$ cat config.mk
export PLATFORM = sky130hd
export DESIGN_NAME = sysclk_div_ctrl
export DESIGN_NICKNAME = d
export VERILOG_FILES = /design/src/rtl/sysclk_pkg.sv /design/src/rtl/sysclk_prescaler.sv /design/src/rtl/sysclk_cfg_reg.sv /design/src/rtl/sysclk_ratio_decode.sv /design/src/rtl/sysclk_strobe_gen.sv /design/src/rtl/sysclk_div_ctrl.sv
export SDC_FILE = /design/constraint.sdc
export NUM_CORES = 1
export LEC_CHECK = 0
export BUFFER_PORTS_ARGS = -buffer_cell sky130_fd_sc_hd__buf_2
export CAP_MARGIN = 10
export CORE_UTILIZATION = 46
export DETAILED_ROUTE_END_ITERATION = 10
export GPL_ROUTABILITY_DRIVEN = 0
export HOLD_SLACK_MARGIN = 0.12
export PLACE_DENSITY = 0.75
export RECOVER_POWER = 50
export SYNTH_ARGS = -nofsm -noshare
export SYNTH_HDL_FRONTEND = slang
export SYNTH_SLANG_ARGS = --single-unit
$ cat constraint.sdc
create_clock -name clk_i -period 1.4 [get_ports clk_i]
set_input_delay 0.14 -clock clk_i [delete_from_list [all_inputs] [get_ports clk_i]]
set_output_delay 0.14 -clock clk_i [all_outputs]
set_load 0.1 [all_outputs]
$ cat src/rtl/sysclk_pkg.sv
package sysclk_pkg;
  localparam int CNT_W    = 5;
  localparam int SEL_W    = 3;
  localparam int DATA_W   = 8;
  localparam int MODE_POS = 5;
  localparam int K_W      = $clog2(CNT_W + 1);

  typedef struct packed {
    logic             mode;
    logic [SEL_W-1:0] sel;
  } cfg_t;
endpackage

$ cat src/rtl/sysclk_prescaler.sv
module sysclk_prescaler #(
  parameter int CNT_W = 5
) (
  input  logic             clk_i,
  input  logic             rst_ni,
  output logic [CNT_W-1:0] cnt_o,
  output logic             wrap_o
);
  always_ff @(posedge clk_i or negedge rst_ni) begin
    if (!rst_ni) cnt_o <= '0;
    else         cnt_o <= cnt_o + 1'b1;
  end

  assign wrap_o = &cnt_o;
endmodule

$ cat src/rtl/sysclk_cfg_reg.sv
module sysclk_cfg_reg
  import sysclk_pkg::*;
#(
  parameter int DW   = DATA_W,
  parameter int MPOS = MODE_POS
) (
  input  logic          clk_i,
  input  logic          rst_ni,
  input  logic          wr_en_i,
  input  logic [DW-1:0] wr_data_i,
  input  logic          wrap_i,
  output cfg_t          prog_o,
  output cfg_t          eff_o
);
  always_ff @(posedge clk_i or negedge rst_ni) begin
    if (!rst_ni) begin
      prog_o <= '0;
      eff_o  <= '0;
    end else begin
      if (wr_en_i) begin
        prog_o.mode <= wr_data_i[MPOS];
        prog_o.sel  <= wr_data_i[SEL_W-1:0];
      end
      // staged apply: mode first, select at a later wrap
      if (wrap_i) begin
        if (eff_o.mode != prog_o.mode) eff_o.mode <= prog_o.mode;
        else                           eff_o.sel  <= prog_o.sel;
      end
    end
  end
endmodule

$ cat src/rtl/sysclk_ratio_decode.sv
module sysclk_ratio_decode
  import sysclk_pkg::*;
#(
  parameter int MED_MAX_K  = 5,
  parameter int FULL_MAX_K = 3
) (
  input  cfg_t           eff_i,
  output logic [K_W-1:0] bus_k_o,
  output logic [K_W-1:0] chip_k_o,
  output logic           undef_o
);
  localparam logic [SEL_W-1:0] MED_LIM  = SEL_W'(MED_MAX_K);
  localparam logic [SEL_W-1:0] FULL_LIM = SEL_W'(FULL_MAX_K);

  always_comb begin
    bus_k_o  = '0;
    chip_k_o = '0;
    undef_o  = 1'b0;
    if (eff_i.sel != '0) begin
      if (!eff_i.mode) begin
        if (eff_i.sel <= MED_LIM) bus_k_o = K_W'(eff_i.sel);
        else                      undef_o = 1'b1;
      end else begin
        if (eff_i.sel <= FULL_LIM) begin
          bus_k_o  = K_W'(eff_i.sel);
          chip_k_o = K_W'(eff_i.sel);
        end else begin
          undef_o = 1'b1;
        end
      end
    end
  end
endmodule

$ cat src/rtl/sysclk_strobe_gen.sv
module sysclk_strobe_gen #(
  parameter int CNT_W = 5,
  parameter int N_OUT = 2,
  parameter int K_W   = 3
) (
  input  logic [CNT_W-1:0]          cnt_i,
  input  logic [N_OUT-1:0][K_W-1:0] k_i,
  output logic [N_OUT-1:0]          en_o
);
  for (genvar g = 0; g < N_OUT; g++) begin : g_strb
    logic [CNT_W-1:0] mask;
    assign mask    = ~({CNT_W{1'b1}} << k_i[g]);
    assign en_o[g] = (cnt_i & mask) == mask;
  end
endmodule

$ cat src/rtl/sysclk_div_ctrl.sv
module sysclk_div_ctrl
  import sysclk_pkg::*;
#(
  parameter int PCNT_W     = CNT_W,
  parameter int DW         = DATA_W,
  parameter int MPOS       = MODE_POS,
  parameter int MED_MAX_K  = 5,
  parameter int FULL_MAX_K = 3
) (
  input  logic          clk_i,
  input  logic          rst_ni,
  input  logic          wr_en_i,
  input  logic [DW-1:0] wr_data_i,
  output logic [DW-1:0] rd_data_o,
  output logic          bus_en_o,
  output logic          chip_en_o,
  output logic          cfg_err_o
);
  localparam int N_OUT = 2;

  logic [PCNT_W-1:0]         pre_cnt;
  logic                      pre_wrap;
  cfg_t                      prog_cfg, eff_cfg;
  logic [K_W-1:0]            bus_k, chip_k;
  logic                      undef;
  logic [N_OUT-1:0][K_W-1:0] k_vec;
  logic [N_OUT-1:0]          en_vec;
  logic                      err_q;

  sysclk_prescaler #(.CNT_W(PCNT_W)) u_pre (
    .clk_i (clk_i),
    .rst_ni(rst_ni),
    .cnt_o (pre_cnt),
    .wrap_o(pre_wrap)
  );

  sysclk_cfg_reg #(.DW(DW), .MPOS(MPOS)) u_cfg (
    .clk_i    (clk_i),
    .rst_ni   (rst_ni),
    .wr_en_i  (wr_en_i),
    .wr_data_i(wr_data_i),
    .wrap_i   (pre_wrap),
    .prog_o   (prog_cfg),
    .eff_o    (eff_cfg)
  );

  sysclk_ratio_decode #(.MED_MAX_K(MED_MAX_K), .FULL_MAX_K(FULL_MAX_K)) u_dec (
    .eff_i   (eff_cfg),
    .bus_k_o (bus_k),
    .chip_k_o(chip_k),
    .undef_o (undef)
  );

  assign k_vec = {chip_k, bus_k};

  sysclk_strobe_gen #(.CNT_W(PCNT_W), .N_OUT(N_OUT), .K_W(K_W)) u_strb (
    .cnt_i(pre_cnt),
    .k_i  (k_vec),
    .en_o (en_vec)
  );

  assign bus_en_o  = en_vec[0];
  assign chip_en_o = en_vec[1];

  always_ff @(posedge clk_i or negedge rst_ni) begin
    if (!rst_ni) err_q <= 1'b0;
    else if (undef) err_q <= 1'b1;
  end
  assign cfg_err_o = err_q;

  always_comb begin
    rd_data_o                = '0;
    rd_data_o[MPOS]          = prog_cfg.mode;
    rd_data_o[SEL_W-1:0]     = prog_cfg.sel;
  end
endmodule

==> metrics.yaml <==
outcome:
  outcome: "finished with violations"
  violations: "setup timing"
power_and_ir_drop:
  p_switching_uw: 411
  seqPwrFrac: 0.422
  vdd_ir_drop_max_v: 0.000898
  power.share.clock: 0.264
  p_per_area_mw_per_mm2: 1200
  switching_share: 0.376
  leakagePower_uw: 0.000420
  combinationalPowerShare: 0.314
  internal_power_uw: 682
yosys:
  syn_inst: 51
  ys_seq_elements: 14
  synth_cell_types: 21
  yosysSeqAreaShare: 0.557
  syn_area_per_cell_sq_um: 12.3
  mappedNetlistArea_sq_um: 629
  yosys_warnings: 0
setup_path:
  cp.arrival_ns: 1.48
  cp_top_family: "flip-flops"
  r2r_end: "u_cfg.eff_o[0]"
  cp_max_fo: 4
  crit_type: "register to output port"
  cp_cell_sequence: "and2b_2 -> o21ai_2 -> a21oi_2 -> a31oi_4 -> buf_12"
  crit_required_ns: 1.26
  max_stage_delay_ns: 0.41
  end_kind: "output port"
  critPathLaunchType: "register"
  r2r_cells: 5
  reg2reg_slack_ns: 0.07
  worstReg2RegStart: "u_pre.cnt_o[0]"
  critPathBufInv: 1
  slowest_stage: "dfrtp_1"
sta:
  finalSetupViolations: 2
  clock.fmax_mhz: 616
  slew_violations: 0
  finalHoldViolations: 0
  tightest_slew_ns: 0.731
  layout_setup_ws_ns: -0.223
  fin_crit_sh: 1.16
  fin_skew_ns: 0.00103
  finalSetupTns_ns: -0.403
  timing.final.crit_period_ns: 1.62
  rsz0062_at_grt: "true"
  max_slew_margin: 0.513
route:
  drt_wl_total_mm: 1.21
  drt_iter0_drc: 1
  drc: 0
  vias: 457
  wl_per_cell_um: 12.8
  firstDrtPassIters: 2
  antenna_left: 0
  vias_per_cell: 4.86
min_path:
  hold_depth: 2
  hp-start: "wr_en_i"
  hold_end: "u_cfg.prog_o[2]"
  hold_class: "input pin to register"
cells_and_area:
  area_delta_synth_final_pct: 44.7
  n_antenna_cell: 0
  layout_common_cells: "13 x dfrtp_1, 10 x buf_2, 8 x buf_4, 5 x mux2_2, 5 x dlygate4sd3_1"
  final_common_cell: "dfrtp_1"
  layout.cells.non_filler: 94
  final_nets: 93
  final_layout_size_suffix_gt1_frac: 0.513
clocking:
  cts_sinks: 14
  clock_latency_ns: 0.28
  cts.reportedPaths.clkPinSlew_ns: 0.08
  cts-root-buf: "clkbuf_4"
  clk_path_buf_depth: 2
  cts_inserted_buffers: 3
  cts_tree: "built"
  htree_levels: 1
placed_design:
  dp.cells: 81
  port-buffer-count: 13
  dpl.hpwl_um: 782
floorplan:
  fp.dieArea_sq_mm: 0.00152
  die_w_um: 39.0
  fp.dieH_um: 39.0
  core.rowCount: 12
  core-area_sq_mm: 0.00119
  initial_utilization: 0.531
  ioPinCount: 22
grt:
  grt_pass1_vias: 462
  track_usage: 0.207
  gr-total-overflow: 0
  antenna_found_initial: 0
  grt_pass1_wl_mm: 1.96
  grt_max_degree: 15
job:
  maxCapViolations: 0
cells by family after synthesis:
logic type               share of synthesized area
buffers and inverters                       0.0656
adder cells (fa/ha/maj)                     0.0199
XOR/XNOR                                    0.0557
other                                      0.00596
flip-flops                                   0.557
AO/OA/AOI/OAI                               0.0497
multiplexers                                 0.143
AND/OR/NAND/NOR                              0.103
metrics by stage:
| stage | hold WS [ns] | total power, uW | setup WS, ns | cell area (sq um) | utilization |
|---|---|---|---|---|---|
| after CTS | 0.152 | 1100 | -0.242 | 883 | 0.745 |
| after floorplan | -0.156 | 725 | -0.188 | 669 | - |
| after detailed placement | 0.0516 | 790 | 0.00112 | 782 | 0.659 |
| final | 0.176 | 1090 | -0.223 | 911 | 0.768 |
| after global routing | 0.178 | 1140 | -0.270 | 911 | 0.768 |
| after global placement | 0.0457 | 785 | 0.0487 | 782 | 0.659 |
synthesized netlist by cell type, drive strengths merged:
cell    instances  area share
nor2            1      0.0060
nor3            1       0.016
nand2           2       0.016
buf             4       0.048
a21oi           1      0.0079
nand2b          1      0.0099
ha              1       0.020
xnor2           3       0.042
and2b           1       0.014
nand3           3       0.032
a31oi           1      0.0099
conb            1      0.0060
dfrtp          14        0.56
xor2            1       0.014
inv             3       0.018
mux2            8        0.14
nand4           1      0.0099
o21ai           4       0.032
power groups by stage:
stage          clock network (uW)  registers [uW]  logic, uW
6_report                      289             461        343
5_1_grt                       318             465        355
4_1_cts                       301             460        338
3_5_place_dp                    0             468        322
3_3_place_gp                    0             466        319
2_1_floorplan                   0             571        154
metal layers:
| metal | vias to the layer above | track usage | routed length [um] | part of all wire |
|---|---|---|---|---|
| li1 | 223 | - | - | - |
| met1 | 219 | 0.250 | 543 | 0.45 |
| met2 | 15 | 0.325 | 614 | 0.51 |
| met3 | 0 | 0.0694 | 48 | 0.040 |
| met4 | 0 | 0.103 | 0 | 0 |
| met5 | - | 0 | 0 | 0 |
what timing repair did:
action	4_1_cts	5_1_grt
pin swaps	1	1
gates resized for setup	1	4
setup endpoints to repair	2	5
endpoints found under the hold margin	18	0
hold buffers	5	0
buffers inserted	2	2
layout make-up:
type | count | area (sq um)
fill | 81 | 275
clock buffer | 4 | 36.3
multi-input combinational | 33 | 288
sequential | 14 | 354
tap | 14 | 17.5
inverter | 3 | 11.3
timing repair buffer | 26 | 204
state kept, by name, indices dropped and copies added (netlist names):
| name | flops |
|---|---|
| u_cfg.prog_o | 4 |
| cfg_err_o | 1 |
| u_cfg.eff_o | 4 |
| u_pre.cnt_o | 5 |
worst max path at each step:
| stage | from | to | slack, ns | cells past startpoint |
|---|---|---|---|---|
| final | u_cfg.eff_o[0] | bus_en_o | -0.22 | 5 |
| after global routing | u_cfg.eff_o[0] | bus_en_o | -0.27 | 5 |
| after CTS | u_cfg.eff_o[0] | bus_en_o | -0.24 | 5 |
| after detailed placement | u_pre.cnt_o[1] | bus_en_o | 0.001 | 5 |
| after global placement | u_pre.cnt_o[1] | bus_en_o | 0.05 | 5 |
| after floorplan | u_pre.cnt_o[2] | bus_en_o | -0.19 | 4 |
Power figures use the tool's default switching activity.
